==> src/rtl/cmp_timer_pkg.sv <==
package cmp_timer_pkg;
  localparam int DATA_W = 32;
  localparam int ADDR_W = 8;
  localparam int SC_STOP_LSB = 8;
  localparam int IEN_LSB = 16;

  localparam logic [ADDR_W-1:0] OFS_START  = 8'h00;
  localparam logic [ADDR_W-1:0] OFS_STOP   = 8'h04;
  localparam logic [ADDR_W-1:0] OFS_COUNT  = 8'h08;
  localparam logic [ADDR_W-1:0] OFS_CLEAR  = 8'h0C;
  localparam logic [ADDR_W-1:0] OFS_HALT   = 8'h10;
  localparam logic [ADDR_W-1:0] OFS_CAP0   = 8'h20;
  localparam logic [ADDR_W-1:0] OFS_EVT0   = 8'h40;
  localparam logic [ADDR_W-1:0] OFS_SHORTS = 8'h80;
  localparam logic [ADDR_W-1:0] OFS_IENSET = 8'h84;
  localparam logic [ADDR_W-1:0] OFS_IENCLR = 8'h88;
  localparam logic [ADDR_W-1:0] OFS_MODE   = 8'h90;
  localparam logic [ADDR_W-1:0] OFS_WIDTH  = 8'h94;
  localparam logic [ADDR_W-1:0] OFS_PRESC  = 8'h98;
  localparam logic [ADDR_W-1:0] OFS_CC0    = 8'hC0;

  typedef enum logic {MODE_TIMER = 1'b0, MODE_COUNTER = 1'b1} mode_e;

  function automatic logic [ADDR_W-1:0] ch_ofs(input logic [ADDR_W-1:0] base, input int ch);
    return base + ADDR_W'(4 * ch);
  endfunction

  function automatic logic [DATA_W-1:0] width_mask(input logic [1:0] code);
    case (code)
      2'd0:    return DATA_W'(32'h0000_FFFF);
      2'd1:    return DATA_W'(32'h0000_00FF);
      2'd2:    return DATA_W'(32'h00FF_FFFF);
      default: return {DATA_W{1'b1}};
    endcase
  endfunction
endpackage

==> src/rtl/cmp_timer_presc.sv <==
module cmp_timer_presc #(
  parameter int PRESC_W = 4
) (
  input  logic               clk_i,
  input  logic               rst_ni,
  input  logic [PRESC_W-1:0] presc_i,
  output logic               tick_o
);
  localparam int DIV_W = (1 << PRESC_W) - 1;

  logic [DIV_W-1:0] div_q;
  logic [DIV_W-1:0] sel_mask;

  always_ff @(posedge clk_i or negedge rst_ni) begin
    if (!rst_ni) div_q <= '0;
    else         div_q <= div_q + 1'b1;
  end

  // low presc_i bits of the divider all ones -> one tick per 2^presc_i clocks
  assign sel_mask = ~({DIV_W{1'b1}} << presc_i);
  assign tick_o   = &(div_q | ~sel_mask);
endmodule

==> src/rtl/cmp_timer_core.sv <==
module cmp_timer_core
  import cmp_timer_pkg::*;
#(
  parameter int W = DATA_W
) (
  input  logic         clk_i,
  input  logic         rst_ni,
  input  mode_e        mode_i,
  input  logic [W-1:0] mask_i,
  input  logic         tick_i,
  input  logic         start_i,
  input  logic         stop_i,
  input  logic         count_i,
  input  logic         clear_i,
  input  logic         sc_clr_i,
  input  logic         sc_stop_i,
  output logic [W-1:0] cnt_o,
  output logic         run_o,
  output logic         upd_o
);
  logic [W-1:0] cnt_q;
  logic         run_q, upd_q;
  logic         inc, zero;

  assign inc  = ((mode_i == MODE_TIMER) && run_q && tick_i) ||
                ((mode_i == MODE_COUNTER) && count_i);
  assign zero = clear_i || sc_clr_i;

  always_ff @(posedge clk_i or negedge rst_ni) begin
    if (!rst_ni) begin
      cnt_q <= '0;
      run_q <= 1'b0;
      upd_q <= 1'b0;
    end else begin
      // clear beats increment; a stop match also swallows the increment
      if (zero)                     cnt_q <= '0;
      else if (inc && !sc_stop_i)   cnt_q <= (cnt_q + 1'b1) & mask_i;
      upd_q <= inc && !sc_stop_i && !zero;
      if (stop_i || sc_stop_i)                     run_q <= 1'b0;
      else if (start_i && mode_i == MODE_TIMER)    run_q <= 1'b1;
    end
  end

  assign cnt_o = cnt_q;
  assign run_o = run_q;
  assign upd_o = upd_q;
endmodule

==> src/rtl/cmp_timer_chan.sv <==
module cmp_timer_chan #(
  parameter int W = 32
) (
  input  logic         clk_i,
  input  logic         rst_ni,
  input  logic         cc_we_i,
  input  logic [W-1:0] cc_wdata_i,
  input  logic         cap_i,
  input  logic [W-1:0] cnt_i,
  input  logic         upd_i,
  input  logic         evt_clr_i,
  output logic [W-1:0] cc_o,
  output logic         evt_o,
  output logic         hit_o
);
  logic [W-1:0] cc_q;
  logic         evt_q;

  assign hit_o = upd_i && (cnt_i == cc_q);

  always_ff @(posedge clk_i or negedge rst_ni) begin
    if (!rst_ni) begin
      cc_q  <= '0;
      evt_q <= 1'b0;
    end else begin
      if (cap_i)        cc_q <= cnt_i;
      else if (cc_we_i) cc_q <= cc_wdata_i;
      if (hit_o)          evt_q <= 1'b1;
      else if (evt_clr_i) evt_q <= 1'b0;
    end
  end

  assign cc_o  = cc_q;
  assign evt_o = evt_q;
endmodule

==> src/rtl/cmp_timer.sv <==
module cmp_timer
  import cmp_timer_pkg::*;
#(
  parameter int CH_N    = 4,
  parameter int PRESC_W = 4
) (
  input  logic              clk_i,
  input  logic              rst_ni,
  input  logic              wr_en_i,
  input  logic [ADDR_W-1:0] addr_i,
  input  logic [DATA_W-1:0] wdata_i,
  output logic [DATA_W-1:0] rdata_o,
  output logic              irq_o
);
  logic              trig;
  logic              start_t, stop_t, count_t, clear_t;
  mode_e             mode_q;
  logic [1:0]        width_q;
  logic [PRESC_W-1:0] presc_q;
  logic [CH_N-1:0]   sc_clr_q, sc_stop_q, ien_q;
  logic [DATA_W-1:0] mask;
  logic              tick;
  logic [DATA_W-1:0] cnt;
  logic              running, upd;
  logic [CH_N-1:0]   hit, evt;
  logic [DATA_W-1:0] cc [CH_N];

  assign trig    = wr_en_i && (wdata_i == DATA_W'(1));
  assign start_t = trig && addr_i == OFS_START;
  assign stop_t  = trig && (addr_i == OFS_STOP || addr_i == OFS_HALT);
  assign count_t = trig && addr_i == OFS_COUNT;
  assign clear_t = trig && addr_i == OFS_CLEAR;
  assign mask    = width_mask(width_q);

  always_ff @(posedge clk_i or negedge rst_ni) begin
    if (!rst_ni) begin
      mode_q    <= MODE_TIMER;
      width_q   <= '0;
      presc_q   <= '0;
      sc_clr_q  <= '0;
      sc_stop_q <= '0;
      ien_q     <= '0;
    end else if (wr_en_i) begin
      case (addr_i)
        OFS_MODE:   mode_q  <= mode_e'(wdata_i[0]);
        OFS_WIDTH:  width_q <= wdata_i[1:0];
        OFS_PRESC:  presc_q <= wdata_i[PRESC_W-1:0];
        OFS_SHORTS: begin
          sc_clr_q  <= wdata_i[CH_N-1:0];
          sc_stop_q <= wdata_i[SC_STOP_LSB +: CH_N];
        end
        OFS_IENSET: ien_q <= ien_q | wdata_i[IEN_LSB +: CH_N];
        OFS_IENCLR: ien_q <= ien_q & ~wdata_i[IEN_LSB +: CH_N];
        default: ;
      endcase
    end
  end

  cmp_timer_presc #(.PRESC_W(PRESC_W)) u_presc (
    .clk_i  (clk_i),
    .rst_ni (rst_ni),
    .presc_i(presc_q),
    .tick_o (tick)
  );

  cmp_timer_core #(.W(DATA_W)) u_core (
    .clk_i    (clk_i),
    .rst_ni   (rst_ni),
    .mode_i   (mode_q),
    .mask_i   (mask),
    .tick_i   (tick),
    .start_i  (start_t),
    .stop_i   (stop_t),
    .count_i  (count_t),
    .clear_i  (clear_t),
    .sc_clr_i (|(hit & sc_clr_q)),
    .sc_stop_i(|(hit & sc_stop_q)),
    .cnt_o    (cnt),
    .run_o    (running),
    .upd_o    (upd)
  );

  for (genvar i = 0; i < CH_N; i++) begin : g_ch
    cmp_timer_chan #(.W(DATA_W)) u_chan (
      .clk_i     (clk_i),
      .rst_ni    (rst_ni),
      .cc_we_i   (wr_en_i && addr_i == ch_ofs(OFS_CC0, i)),
      .cc_wdata_i(wdata_i & mask),
      .cap_i     (trig && addr_i == ch_ofs(OFS_CAP0, i)),
      .cnt_i     (cnt),
      .upd_i     (upd),
      .evt_clr_i (wr_en_i && addr_i == ch_ofs(OFS_EVT0, i) && wdata_i == '0),
      .cc_o      (cc[i]),
      .evt_o     (evt[i]),
      .hit_o     (hit[i])
    );
  end

  assign irq_o = |(evt & ien_q);

  always_comb begin
    rdata_o = '0;
    case (addr_i)
      OFS_MODE:   rdata_o = DATA_W'(mode_q);
      OFS_WIDTH:  rdata_o = DATA_W'(width_q);
      OFS_PRESC:  rdata_o = DATA_W'(presc_q);
      OFS_SHORTS: begin
        rdata_o[CH_N-1:0]            = sc_clr_q;
        rdata_o[SC_STOP_LSB +: CH_N] = sc_stop_q;
      end
      OFS_IENSET, OFS_IENCLR: rdata_o[IEN_LSB +: CH_N] = ien_q;
      default: ;
    endcase
    for (int i = 0; i < CH_N; i++) begin
      if (addr_i == ch_ofs(OFS_EVT0, i)) rdata_o = DATA_W'(evt[i]);
      if (addr_i == ch_ofs(OFS_CC0, i))  rdata_o = cc[i];
    end
  end
endmodule

==> config.mk <==
export PLATFORM = sky130hd
export DESIGN_NAME = cmp_timer
export DESIGN_NICKNAME = d
export VERILOG_FILES = /design/src/rtl/cmp_timer_pkg.sv /design/src/rtl/cmp_timer_presc.sv /design/src/rtl/cmp_timer_core.sv /design/src/rtl/cmp_timer_chan.sv /design/src/rtl/cmp_timer.sv
export SDC_FILE = /design/constraint.sdc
export NUM_CORES = 1
export LEC_CHECK = 0
export ABC_AREA = 1
export BUFFER_PORTS_ARGS = -buffer_cell sky130_fd_sc_hd__buf_2
export CELL_PAD_IN_SITES_DETAIL_PLACEMENT = 1
export CELL_PAD_IN_SITES_GLOBAL_PLACEMENT = 1
export CORE_AREA = 2 2 185 187
export DETAILED_ROUTE_END_ITERATION = 12
export DIE_AREA = 0 0 187 189
export GPL_TIMING_DRIVEN = 1
export PLACE_DENSITY_LB_ADDON = 0.1
export SLEW_MARGIN = 20
export SYNTH_ARGS = -nofsm -noshare
export SYNTH_HDL_FRONTEND = slang
export SYNTH_SLANG_ARGS = --single-unit
==> constraint.sdc <==
create_clock -name clk_i -period 1.9 [get_ports clk_i]
set_clock_uncertainty 0.05 [all_clocks]
set_input_delay 0.285 -clock clk_i [delete_from_list [all_inputs] [get_ports clk_i]]
set_output_delay 0.285 -clock clk_i [all_outputs]
set_load 0.03 [all_outputs]
==> flow_metrics.tcl, run 1 <==
set metrics [dict create \
    syn_area_um2 13500 \
    dpl.hpwl_mm 60.5 \
    synth-seq-area-share 0.370 \
    track_usage 0.906 \
    dp.cells 2899 \
    clk_path_buf_depth 2 \
    clock_tree.root_cell "clkbuf_16" \
    error "[ERROR GRT-0232] Routing congestion too high. Check the congestion heatmap in the GUI." \
    die-width_um 187 \
    port_buffers 75 \
    cts.sinks 200 \
    start_util 0.406 \
    die_h_um 189 \
    grt_start_max_net_pins 47 \
    synth_area_per_cell_um2 7.11 \
    ys_seq_elements 200 \
    worst_endpoint "rdata_o[0]" \
    outcome "did not finish" \
    yosysMostFrequentCell "nand2_1" \
    failing_step "5_1_grt" \
    ys.flop_type "dfrtp_1" \
    synth.net_count 1945 \
    synth.top_cell.area_share 0.370 \
    cts-buffers-inserted 17 \
    syn_inst 1900 \
    synth_cell_types 56 \
    place_congestion 1.05 \
    worstEpCategory "top-level output" \
    grt-ovfl-total 1106 \
    ys_warn_count 0 \
    synth_edf_count 0 \
    rows 67 \
    yosysTopAreaCell "dfrtp_1" \
    synth_common_cells "nand2_1, nor2_1, dfrtp_1, inv_1, o221ai_1" \
    synth_area_leaders "dfrtp_1, nand2_1, o221ai_1, nor2_1, inv_1" \
    h-tree-depth 4 \
    ys_async_sr_fraction 1.00 \
    ios 76 \
]
## layer usage
layer | track usage | GRT overflow
met1 | 0.871 | 29
met2 | 1.07 | 713
met3 | 0.757 | 25
met4 | 0.992 | 336
met5 | 0.440 | 3
## kinds of logic after synthesis
family	after synthesis	synth area share
fa+ha+maj	2	0.00185
compound gates	292	0.159
flops	200	0.370
buf+inv	302	0.0978
simple gates	1054	0.339
xor+xnor	50	0.0324
## metrics by stage
| step | utilization | worst slack (ns) | instance area (um2) |
|---|---|---|---|
| 2_1_floorplan | - | -0.176 | 13900 |
| 3_3_place_gp | 0.567 | -0.695 | 18900 |
| 4_1_cts | 0.656 | -0.530 | 21800 |
| 3_5_place_dp | 0.567 | -0.829 | 18900 |
## timing repair
item                                    in CTS
pin swaps                                   88
gates cloned                                 7
endpoints found under the setup margin     195
buffers inserted                            74
gates resized for setup                    418
hold buffers                                 1
hold endpoints to repair                    39
==> run 2: changes to the inputs <==
--- a/config.mk
+++ b/config.mk
@@ -7,13 +7,11 @@
 export LEC_CHECK = 0
 export ABC_AREA = 1
 export BUFFER_PORTS_ARGS = -buffer_cell sky130_fd_sc_hd__buf_2
-export CELL_PAD_IN_SITES_DETAIL_PLACEMENT = 1
-export CELL_PAD_IN_SITES_GLOBAL_PLACEMENT = 1
-export CORE_AREA = 2 2 185 187
+export CORE_AREA = 2 2 216 218
 export DETAILED_ROUTE_END_ITERATION = 12
-export DIE_AREA = 0 0 187 189
+export DIE_AREA = 0 0 218 220
 export GPL_TIMING_DRIVEN = 1
-export PLACE_DENSITY_LB_ADDON = 0.1
+export PLACE_DENSITY_LB_ADDON = 0.15
 export SLEW_MARGIN = 20
 export SYNTH_ARGS = -nofsm -noshare
 export SYNTH_HDL_FRONTEND = slang
==> constraint.sdc (replaced) <==
create_clock -name clk_i -period 2.5 [get_ports clk_i]
set_clock_uncertainty 0.05 [all_clocks]
set_input_delay 0.375 -clock clk_i [delete_from_list [all_inputs] [get_ports clk_i]]
set_output_delay 0.375 -clock clk_i [all_outputs]
set_load 0.03 [all_outputs]
==> run 2 against run 1 <==
Against the previous run:
- the run now ends clean
- synthesized area did not move
- synthesized cell count did not move
==> flow_metrics.tcl, run 2 <==
set metrics [dict create \
    outcome "finished clean" \
    die_h_um 220 \
    timing.hold.ws_ns 0.0723 \
    synth.net_count 1945 \
    hold_class "in2reg" \
    cts-buffers-inserted 17 \
    place_congestion 1.01 \
    reg2reg_from "u_core.cnt_o[8]$_DFFE_PN0P_" \
    dpl.hpwl_mm 54.0 \
    area_growth_pct 32.6 \
    power.leakage_nw 8.67 \
    critPathMaxStageDelay_ns 0.42 \
    cts_tree "yes" \
    ios 76 \
    yosysMostFrequentCell "nand2_1" \
    hp-start "wdata_i[0]" \
    dp.cells 2761 \
    rows 79 \
    setup_viol 0 \
    first_iter_violations 1710 \
    syn_inst 1900 \
    synth_edf_count 0 \
    synth_area_per_cell_um2 7.11 \
    synth_cell_types 56 \
    die-width_um 218 \
    instances_no_fill 2825 \
    yosys.area_share.simple 0.339 \
    drive_above_1_share 0.274 \
    track_usage 0.294 \
    synthMuxAreaShare 0 \
    clk_path_buf_depth 2 \
    ant_nets 0 \
    largest_reg_flops 128 \
    firstDrtPassIters 5 \
    synth_common_cells "nand2_1, nor2_1, dfrtp_1, inv_1, o221ai_1" \
    cp_num_buf_inv 1 \
    clock_tree.root_cell "clkbuf_16" \
    worstPathCellList "nand3_1, nand4_1, nor2_1, o21ai_1, a21oi_1, o21ai_1, nor3_1, nand3_1, buf_6" \
    grt_start_max_net_pins 71 \
    drc 0 \
    h-tree-depth 4 \
    core_area_um2 45900 \
    via_per_inst 5.41 \
    dr_total_vias 15300 \
    drv_slew 0 \
    synthAdderAreaFrac 0.00185 \
    setup.worst_path.start_class "register" \
    layout_commonest_cell "nand2_1" \
    final.min_clock_period_ns 2.45 \
    dieArea_um2 48000 \
    cp_max_fo 2 \
    max-slew-margin-rel 0.543 \
    grt-ovfl-total 0 \
    p_per_area_nw_per_um2 391 \
    crit_start "mode_q$_DFFE_PN0P_" \
    r2r_slack_ns 0.08 \
    end_kind "output port" \
    ys.flop_type "dfrtp_1" \
    critPathTopFamily "simple AND/OR/NAND/NOR gates" \
    ys_async_sr_fraction 1.00 \
    synth_top_family_by_area "simple AND/OR/NAND/NOR gates" \
    hold_violations 0 \
    rsz0062_at_grt "true" \
    syn_area_um2 13500 \
    clk_latency_ns 0.52 \
    synth-seq-area-share 0.370 \
    grt_pass1_vias 14800 \
    critPathSlowestCell "dfrtp_1" \
    synth.top_cell.area_share 0.370 \
    start_util 0.295 \
    port_buffers 75 \
    grt_pass1_wl_mm 100 \
    synth_area_leaders "dfrtp_1, nand2_1, o221ai_1, nor2_1, inv_1" \
    synth-compound-area-share 0.159 \
    path_class "reg2out" \
    mostFrequentLayoutCells "nand2_1, buf_4, inv_1" \
    nets 2250 \
    min_period_over_period 0.981 \
    synth_xor_xnor_area_share 0.0324 \
    antenna_found_initial 1 \
    drv_cap 0 \
    ys_seq_elements 200 \
    yosysTopAreaCell "dfrtp_1" \
    cp.arrival_ns 2.03 \
    ir_drop_mv 0.397 \
    worstMarginPinSlew_ns 0.686 \
    cts.sinks 200 \
    totalWireLength_mm 69.8 \
    clk_pin_slew_ns 0.08 \
    postLayoutCoreUtil 0.391 \
    drt-wirelength-per-cell_um 24.7 \
    ys_warn_count 0 \
    antenna_cells 0 \
    worstPathRequired_ns 2.08 \
    fmaxAchievable_ghz 0.408 \
]
==> run 2: cell counts after synthesis <==
No cell type changed its count.
==> run 2: cells by family after synthesis <==
| family | Yosys count |
|---|---|
| AND/OR/NAND/NOR | 1054 |
| AO/OA/AOI/OAI | 292 |
| flip-flops | 200 |
| XOR/XNOR | 50 |
| adder cells (fa/ha/maj) | 2 |
| buffers and inverters | 302 |
==> run 2: metrics by stage <==
step | area (um2) | setup TNS [ns] | power (mW) | setup slack (ns)
floorplan | 13500 | -0.0240 | 3.75 | -0.00479
global placement | 16400 | -43.36 | 4.21 | -0.475
detailed placement | 16400 | -38.42 | 4.21 | -0.459
CTS | 17000 | 0 | 7.01 | 0.00121
global route | 17900 | -0.423 | 7.24 | -0.0412
finish | 17900 | 0 | 7.00 | 0.0467
==> run 2: area by class of cell <==
cell class / instances / area, um2
Clock buffer: 21 / 450
Clock inverter: 11 / 90.1
Fill cell: 4986 / 27900
Inverter: 226 / 877
Multi-Input combinational cell: 1398 / 7690
Sequential cell: 200 / 5030
Tap cell: 607 / 759
Timing Repair Buffer: 361 / 3010
Timing Repair inverter: 1 / 8.76
==> run 2: report_power, final <==
group / internal, mW / switching (mW) / total, mW / leakage (nW)
clock: 1.31 / 1.48 / 2.79 / 0.259
sequential: 3.30 / 0.0889 / 3.39 / 2.70
combinational: 0.308 / 0.512 / 0.820 / 5.71
total: 4.92 / 2.08 / 7.00 / 8.67
==> run 2: layer usage <==
metal / share of wire / vias up / track usage
met5: 0.00019 / - / 0
met4: 0.043 / 2 / 0.129
met3: 0.078 / 134 / 0.0618
met2: 0.46 / 683 / 0.470
met1: 0.42 / 7506 / 0.382
li1: - / 6951 / -
==> run 2: what timing repair did <==
action,CTS,global route
cloned,0,3
pin swaps,6,34
setup buffers,7,26
endpoints found under the setup margin,31,62
hold endpoints to repair,62,0
hold buffers,1,0
resized for setup,30,205
==> run 2: worst paths after layout <==
kind / end / cells past startpoint
max in group asynchronous: u_core.cnt_o[0]$_DFFE_PN0P_ / 3
max: rdata_o[0] / 9
min in group asynchronous: u_presc.div_q[6]$_DFF_PN0_ / 2
max reg2reg: u_core.cnt_o[27]$_DFFE_PN0P_ / 13
min reg2reg: u_presc.div_q[14]$_DFF_PN0_ / 1
min: presc_q[0]$_DFFE_PN0P_ / 3
==> run 2: worst register-to-register path, stage by stage, from the launching register on <==
cell,delay [ns]
dfrtp_2,0.45
buf_4,0.15
xor2_1,0.19
nor2_1,0.32
nand3_1,0.14
nor2_2,0.17
nand3_1,0.11
nand2_2,0.10
nor2_4,0.05
nand2_4,0.09
buf_6,0.12
nand2_8,0.10
buf_12,0.19
o21ai_1,0.12
(Power assumes the default switching activity.)
